### src/rtl/spi_hs_pkg.sv
package spi_hs_pkg;
    typedef enum logic {
        M_IDLE = 1'b0,
        M_XFER = 1'b1
    } mst_state_e;

    typedef struct packed {
        logic sclk;
        logic cs_n;
        logic mosi;
    } slv_pins_t;

    localparam slv_pins_t SLV_PINS_IDLE = '{sclk: 1'b0, cs_n: 1'b1, mosi: 1'b0};

    function automatic logic [63:0] shl_in(input logic [63:0] sr, input logic b);
        return {sr[62:0], b};
    endfunction
endpackage

### src/rtl/spi_hs_sync.sv
module spi_hs_sync #(
    parameter int         W       = 3,
    parameter logic [W-1:0] RST_VAL = '0
) (
    input  logic         clk,
    input  logic         rst,
    input  logic [W-1:0] d,
    output logic [W-1:0] q
);
    logic [W-1:0] meta_q;

    always_ff @(posedge clk) begin
        if (rst) begin
            meta_q <= RST_VAL;
            q      <= RST_VAL;
        end else begin
            meta_q <= d;
            q      <= meta_q;
        end
    end
endmodule

### src/rtl/spi_hs_master.sv
module spi_hs_master
    import spi_hs_pkg::*;
#(
    parameter int DW = 8,
    parameter int PW = 8
) (
    input  logic          clk,
    input  logic          rst,
    input  logic          en,
    input  logic          start_framed,
    input  logic          start_plain,
    input  logic [DW-1:0] wr_data,
    input  logic [PW-1:0] prescale,
    input  logic          miso,
    output logic          sclk,
    output logic          mosi,
    output logic          cs_n,
    output logic          busy,
    output logic          done,
    output logic [DW-1:0] rx_data
);
    localparam int BW = (DW > 1) ? $clog2(DW) : 1;

    mst_state_e    state_q;
    logic [PW-1:0] div_q;
    logic [BW-1:0] bit_q;
    logic [DW-1:0] tx_q;
    logic [DW-1:0] rx_q;
    logic          sclk_q;
    logic          cs_n_q;
    logic          framed_q;
    logic          done_q;

    always_ff @(posedge clk) begin
        if (rst) begin
            state_q  <= M_IDLE;
            div_q    <= '0;
            bit_q    <= '0;
            tx_q     <= '0;
            rx_q     <= '0;
            rx_data  <= '0;
            sclk_q   <= 1'b0;
            cs_n_q   <= 1'b1;
            framed_q <= 1'b0;
            done_q   <= 1'b0;
        end else begin
            done_q <= 1'b0;
            case (state_q)
                M_IDLE: begin
                    if (en && (start_framed || start_plain)) begin
                        tx_q     <= wr_data;
                        framed_q <= start_framed;
                        cs_n_q   <= !start_framed;
                        div_q    <= '0;
                        bit_q    <= '0;
                        state_q  <= M_XFER;
                    end
                end
                M_XFER: begin
                    if (div_q == prescale) begin
                        div_q <= '0;
                        if (!sclk_q) begin
                            sclk_q <= 1'b1;
                            rx_q   <= shl_in(64'(rx_q), miso)[DW-1:0];
                        end else begin
                            sclk_q <= 1'b0;
                            if (bit_q == BW'(DW - 1)) begin
                                state_q <= M_IDLE;
                                done_q  <= 1'b1;
                                cs_n_q  <= 1'b1;
                                rx_data <= rx_q;
                            end else begin
                                tx_q  <= tx_q << 1;
                                bit_q <= bit_q + 1'b1;
                            end
                        end
                    end else begin
                        div_q <= div_q + 1'b1;
                    end
                end
                default: state_q <= M_IDLE;
            endcase
        end
    end

    assign sclk = sclk_q;
    assign mosi = tx_q[DW-1];
    assign cs_n = cs_n_q;
    assign busy = (state_q == M_XFER);
    assign done = done_q;


    framed_cs_low_chk: assert property (@(posedge clk) disable iff (rst)
        (state_q == M_XFER && framed_q) |-> !cs_n_q);

    plain_cs_high_chk: assert property (@(posedge clk) disable iff (rst)
        (state_q == M_XFER && !framed_q) |-> cs_n_q);

    cs_release_chk: assert property (@(posedge clk) disable iff (rst)
        done_q |-> cs_n_q);

    sclk_tick_chk: assert property (@(posedge clk) disable iff (rst)
        (sclk_q != $past(sclk_q)) |-> ($past(div_q) == $past(prescale)));

    done_pulse_chk: assert property (@(posedge clk) disable iff (rst)
        done_q |=> !done_q);
endmodule

### src/rtl/spi_hs_slave.sv
module spi_hs_slave
    import spi_hs_pkg::*;
#(
    parameter int DW = 8
) (
    input  logic          clk,
    input  logic          rst,
    input  logic          en,
    input  logic          wr,
    input  logic [DW-1:0] wr_data,
    input  logic          sclk_in,
    input  logic          cs_n_in,
    input  logic          mosi_in,
    output logic          miso,
    output logic          ena,
    output logic          done,
    output logic [DW-1:0] rx_data
);
    localparam int BW = (DW > 1) ? $clog2(DW) : 1;

    slv_pins_t     pins_s;
    logic          sclk_d;
    logic          pending_q;
    logic [DW-1:0] buf_q;
    logic [DW-1:0] tx_q;
    logic [DW-1:0] rx_q;
    logic [BW-1:0] cnt_q;
    logic          done_q;
    logic          selected;
    logic          rise;
    logic          fall;

    spi_hs_sync #(.W(3), .RST_VAL(SLV_PINS_IDLE)) u_sync (
        .clk (clk),
        .rst (rst),
        .d   ({sclk_in, cs_n_in, mosi_in}),
        .q   (pins_s)
    );

    assign selected = en && !pins_s.cs_n;
    assign rise     = pins_s.sclk && !sclk_d;
    assign fall     = !pins_s.sclk && sclk_d;

    always_ff @(posedge clk) begin
        if (rst) begin
            sclk_d    <= 1'b0;
            pending_q <= 1'b0;
            buf_q     <= '0;
            tx_q      <= '0;
            rx_q      <= '0;
            rx_data   <= '0;
            cnt_q     <= '0;
            done_q    <= 1'b0;
        end else begin
            done_q <= 1'b0;
            sclk_d <= pins_s.sclk;
            if (!selected) begin
                cnt_q <= '0;
            end else if (rise) begin
                rx_q <= shl_in(64'(rx_q), pins_s.mosi)[DW-1:0];
                if (cnt_q == BW'(DW - 1)) begin
                    cnt_q   <= '0;
                    done_q  <= 1'b1;
                    rx_data <= shl_in(64'(rx_q), pins_s.mosi)[DW-1:0];
                end else begin
                    cnt_q <= cnt_q + 1'b1;
                end
            end else if (fall && cnt_q != '0) begin
                tx_q <= tx_q << 1;
            end else if (cnt_q == '0 && pending_q) begin
                tx_q      <= buf_q;
                pending_q <= 1'b0;
            end
            if (en && wr) begin
                buf_q     <= wr_data;
                pending_q <= 1'b1;
            end
        end
    end

    assign miso = tx_q[DW-1];
    assign ena  = selected && pending_q;
    assign done = done_q;


    slv_done_pulse_chk: assert property (@(posedge clk) disable iff (rst)
        done_q |=> !done_q);

    slv_load_clears_chk: assert property (@(posedge clk) disable iff (rst)
        (selected && !rise && !fall && cnt_q == '0 && pending_q && !(en && wr)) |=> !pending_q);
endmodule

### src/rtl/spi_hs_ctrl.sv
module spi_hs_ctrl #(
    parameter int DW = 8,
    parameter int PW = 8
) (
    input  logic          clk,
    input  logic          rst,
    input  logic          mode_master,
    input  logic [PW-1:0] prescale,
    input  logic          wr_framed,
    input  logic          wr_plain,
    input  logic [DW-1:0] wr_data,
    output logic [DW-1:0] rd_data,
    output logic          done,
    output logic          busy,
    output logic          sclk_out,
    input  logic          sclk_in,
    output logic          sclk_oe,
    output logic          mosi_out,
    input  logic          mosi_in,
    output logic          mosi_oe,
    output logic          miso_out,
    input  logic          miso_in,
    output logic          miso_oe,
    output logic          cs_out,
    input  logic          cs_in,
    output logic          cs_oe,
    output logic          ena_out,
    output logic          ena_oe
);
    logic [DW-1:0] m_rx;
    logic [DW-1:0] s_rx;
    logic          m_done;
    logic          s_done;

    spi_hs_master #(.DW(DW), .PW(PW)) u_master (
        .clk          (clk),
        .rst          (rst),
        .en           (mode_master),
        .start_framed (wr_framed),
        .start_plain  (wr_plain),
        .wr_data      (wr_data),
        .prescale     (prescale),
        .miso         (miso_in),
        .sclk         (sclk_out),
        .mosi         (mosi_out),
        .cs_n         (cs_out),
        .busy         (busy),
        .done         (m_done),
        .rx_data      (m_rx)
    );

    spi_hs_slave #(.DW(DW)) u_slave (
        .clk     (clk),
        .rst     (rst),
        .en      (!mode_master),
        .wr      (wr_framed || wr_plain),
        .wr_data (wr_data),
        .sclk_in (sclk_in),
        .cs_n_in (cs_in),
        .mosi_in (mosi_in),
        .miso    (miso_out),
        .ena     (ena_out),
        .done    (s_done),
        .rx_data (s_rx)
    );

    assign rd_data = mode_master ? m_rx : s_rx;
    assign done    = m_done || s_done;
    assign sclk_oe = mode_master;
    assign mosi_oe = mode_master;
    assign cs_oe   = mode_master;
    assign ena_oe  = !mode_master;
    assign miso_oe = !mode_master && !cs_in;


    desel_ena_low_chk: assert property (@(posedge clk) disable iff (rst)
        (!mode_master && cs_in && $past(cs_in) && $past(cs_in, 2)) |-> !ena_out);

    slave_no_sclk_chk: assert property (@(posedge clk) disable iff (rst)
        (!mode_master && !$past(busy)) |-> (!sclk_out && cs_out));
endmodule

### config.mk
export PLATFORM = sky130hd
export DESIGN_NAME = spi_hs_ctrl
export DESIGN_NICKNAME = d
export VERILOG_FILES = /design/src/rtl/spi_hs_pkg.sv /design/src/rtl/spi_hs_sync.sv /design/src/rtl/spi_hs_master.sv /design/src/rtl/spi_hs_slave.sv /design/src/rtl/spi_hs_ctrl.sv
export SDC_FILE = /design/constraint.sdc
export NUM_CORES = 1
export LEC_CHECK = 0
export BUFFER_PORTS_ARGS = -buffer_cell sky130_fd_sc_hd__buf_2
export CAP_MARGIN = 20
export CORE_MARGIN = 2
export CORE_UTILIZATION = 45
export CTS_CLUSTER_SIZE = 20
export DETAILED_ROUTE_END_ITERATION = 8
export SLEW_MARGIN = 20
export SYNTH_ARGS = -nofsm -noshare
export SYNTH_HDL_FRONTEND = slang
export SYNTH_SLANG_ARGS = --single-unit
### constraint.sdc
create_clock -name clk -period 5 [get_ports clk]
set_input_delay 0.75 -clock clk [delete_from_list [all_inputs] [get_ports clk]]
set_output_delay 0.75 -clock clk [all_outputs]
set_load 0.02 [all_outputs]
==> results.sh <==
export IMPL_outcome="finished clean"
export IMPL_tritoncts="done"
export IMPL_critical_path_top_delay_family="buffers and inverters"
export IMPL_grt_max_degree=70
export IMPL_synthTopCellsByArea="dfxtp_1 47%, mux2i_1 9.1%, a21oi_1 5.6%"
export IMPL_timing_setup_tns_ns=0
export IMPL_drt_initial_drc_count=122
export IMPL_number_of_synthesized_flops_with_an_enable_pin=0
export IMPL_final_hold_viols=0
export IMPL_timing_hold_ws_ns=0.419
export IMPL_critPathRequiredTime_ns=4.25
export IMPL_initial_antenna_violation_count=0
export IMPL_nNetsFinal=455
export IMPL_finalNonFillerCells=531
export IMPL_rsz0062_at_grt="no"
export IMPL_floorplan_die_width_um=92.3
export IMPL_worst_vdd_rail_ir_drop_mv=0.148
export IMPL_avgSynthCellArea_um2=9.03
export IMPL_max_slew_margin=0.371
export IMPL_worst_slack_ns=2.62
export IMPL_post_place_ws_ns=2.14
export IMPL_p_total_mw=1.35
export IMPL_clock_tree_htree_level_count=3
export IMPL_cts_sink_count=82
export IMPL_cts_setup_buffers=0
export IMPL_worstReg2RegStart="u_master.busy"
export IMPL_critPathKind="primary input to output port"
export IMPL_setup_violations=0
export IMPL_timing_critical_path_cells="buf_2 -> mux2_2 -> buf_2"
export IMPL_start_util=0.459
export IMPL_cp_slowest_stage_delay_ns=0.39
export IMPL_syn2layout_area_growth_pct=14.9
export IMPL_leakage_dissipation_nw=1.49
export IMPL_cts_resized=0
export IMPL_grt_pass1_vias=2579
export IMPL_timing_critical_path_slowest_stage_cell="mux2_2"
export IMPL_post_synth_num_cell_types=45
export IMPL_finalClockSkew_ns=0.00907
export IMPL_cts_buffers=9
export IMPL_synth_cell_area_mm2=0.00351
export IMPL_drc_errors=0
export IMPL_grt_overflow_total=0
export IMPL_synthesis_nets=420
export IMPL_worst_slew_pin_transition_ns=0.937
export IMPL_detailed_place_hpwl_um=4840
export IMPL_yosysSeqAreaShare=0.467
export IMPL_gp_routability_congestion=0.764
export IMPL_netlist_top_cell_by_area="dfxtp_1"
export IMPL_die_height_um=92.3
export IMPL_detail_route_wl_per_cell_um=13.5
export IMPL_layout_core_utilization=0.528
export IMPL_maxSlewViolCount=0
export IMPL_period_share=0.477
export IMPL_first_pass_grt_wire_length_um=11900
export IMPL_worstPathBufferInverterCount=2
export IMPL_diodes=0
export IMPL_synth_top_area_frac=0.467
export IMPL_startpoint_type="primary input"
export IMPL_clk_pin_slew_ns=0.08
export IMPL_critical_path_most_common_cell="buf_2"
export IMPL_clk_insertion_delay_late_ns=0.35
export IMPL_timing_final_crit_period_ns=2.38
export IMPL_worstPathMaxFanout=19
export IMPL_max_cap_viol_count=0
export IMPL_synth_ff_type="dfxtp_1"
export IMPL_design_area_mm2=0.00404
export IMPL_filler_cell_count=727
export IMPL_min_from="u_slave.u_sync.meta_q[1]"
export IMPL_worst_setup_path_startpoint="mode_master"
export IMPL_power_density_cell_area_mw_per_mm2=335
export IMPL_io_buffers=44
export IMPL_worst_ep_arrival_time_ns=1.63
export IMPL_placement_cell_area_mm2=0.00379
export IMPL_post_place_cells=515
export IMPL_routed_wirelength_um=7170
export IMPL_global_route_usage_total=0.173
export IMPL_synth_async_sr_flop_share=0
export IMPL_dr_pass1_iters=4
export IMPL_drive_above_1_share=0.184
export IMPL_die_area_mm2=0.00853
export IMPL_placeableCoreArea_mm2=0.00765
export IMPL_cts_root_buf="clkbuf_8"
export IMPL_clock_path_buffers=2
export IMPL_fmax_ghz=0.420
export IMPL_count_of_state_elements_after_synthesis=82
export IMPL_kind_of_capture_point_of_the_worst_setup_path="output port"
export IMPL_yosys_warnings=0
export IMPL_core_rowCount=32
export IMPL_vias_per_cell=5.26
export IMPL_min_delay_worst_type="register to register"
export IMPL_dr_total_vias=2794
export IMPL_cts_hold_fix_buffers=0
export IMPL_top_level_ports=45
export IMPL_syn_instance_count=389
export IMPL_drt_antenna_violating_nets=0
-- report_power, final --
part	switching (mW)	internal, mW	leakage (nW)
clock	0.247	0.334	0.113
sequential	0.0121	0.667	0.665
combinational	0.0574	0.0352	0.711
total	0.316	1.04	1.49
-- sequential cells by signal, summed over array words and instances (netlist names), 7 cells and up --
| signal | count |
|---|---|
| u_slave.tx_q | 8 |
| u_master.rx_data | 8 |
| u_slave.rx_data | 8 |
| u_master.div_q | 8 |
| u_slave.rx_q | 7 |
| u_master.rx_q | 8 |
| u_master.tx_q | 8 |
| u_slave.buf_q | 8 |
-- cell usage in the layout (no fill, tap or decap), types with 2 or more instances in the layout --
cell         n
dfxtp_1     82
nand2_1     50
buf_2       44
nor2_1      40
a21oi_1     39
mux2i_1     32
nand3_1     16
xnor2_1      9
a211oi_1     9
clkbuf_8     9
mux2_2       8
nor2b_1      7
o21ai_0      7
a311oi_1     7
and3_1       6
ha_1         6
inv_1        5
nor3_1       4
nand4_1      4
buf_4        4
or2_2        3
bufinv_16    3
and2_1       2
o21ai_1      2
nand2b_1     2
or3_1        2
nor3b_1      2
and4_1       2
a221o_1      2
clkinvlp_4   2
-- worst register-to-register path: cells and delay by family (launching register included) --
| family | cells | cell delay [ns] |
|---|---|---|
| AND/OR/NAND/NOR | 1 | 0.21 |
| AO/OA/AOI/OAI | 3 | 1.09 |
| flip-flops | 1 | 0.89 |
-- final timing paths --
check | end | slack, ns | depth (start not counted)
worst max-delay path | rd_data[6] | 2.62 | 3
worst min-delay path | u_slave.u_sync.q[1] | 0.42 | 1
worst max register to register | u_master.tx_q[4] | 2.71 | 4
worst min register to register | u_slave.u_sync.q[1] | 0.42 | 1
-- area by class of cell --
class                           count  area, um^2  share of cell area
Clock buffer                       10         128              0.0316
Clock inverter                      6         114              0.0282
Inverter                            5        18.8             0.00465
Multi-Input combinational cell    278        1760               0.435
Sequential cell                    82        1640               0.407
Tap cell                          102         128              0.0316
Timing Repair Buffer               48         250              0.0620
-- kinds of logic (layout without fill, tap and decap cells) --
family | after synthesis | count (layout) | share of synthesized area
and+or+nand+nor | 146 | 146 | 0.198
DFF | 82 | 82 | 0.467
AOI/OAI and AO/OA | 76 | 76 | 0.133
muxes | 40 | 40 | 0.117
buffers and inverters | 29 | 69 | 0.0363
xor gates and xnor gates | 10 | 10 | 0.0271
adders and majority gates | 6 | 6 | 0.0214
-- synth_stat cells, drive strengths merged (7+ instances only) --
master,number
a211oi,9
a21oi,39
a311oi,7
buf,10
clkbuf,14
dfxtp,82
mux2,8
mux2i,32
nand2,50
nand3,16
nor2,40
nor2b,7
o21ai,9
xnor2,10
-- routing by layer --
metal | track usage | up-vias | share of wire
met4 | 0.0709 | 0 | 0.011
met3 | 0.0358 | 8 | 0.045
met2 | 0.259 | 53 | 0.44
met5 | 0 | - | 0
li1 | - | 1441 | -
met1 | 0.244 | 1292 | 0.50
Power figures use the tool's default switching activity.
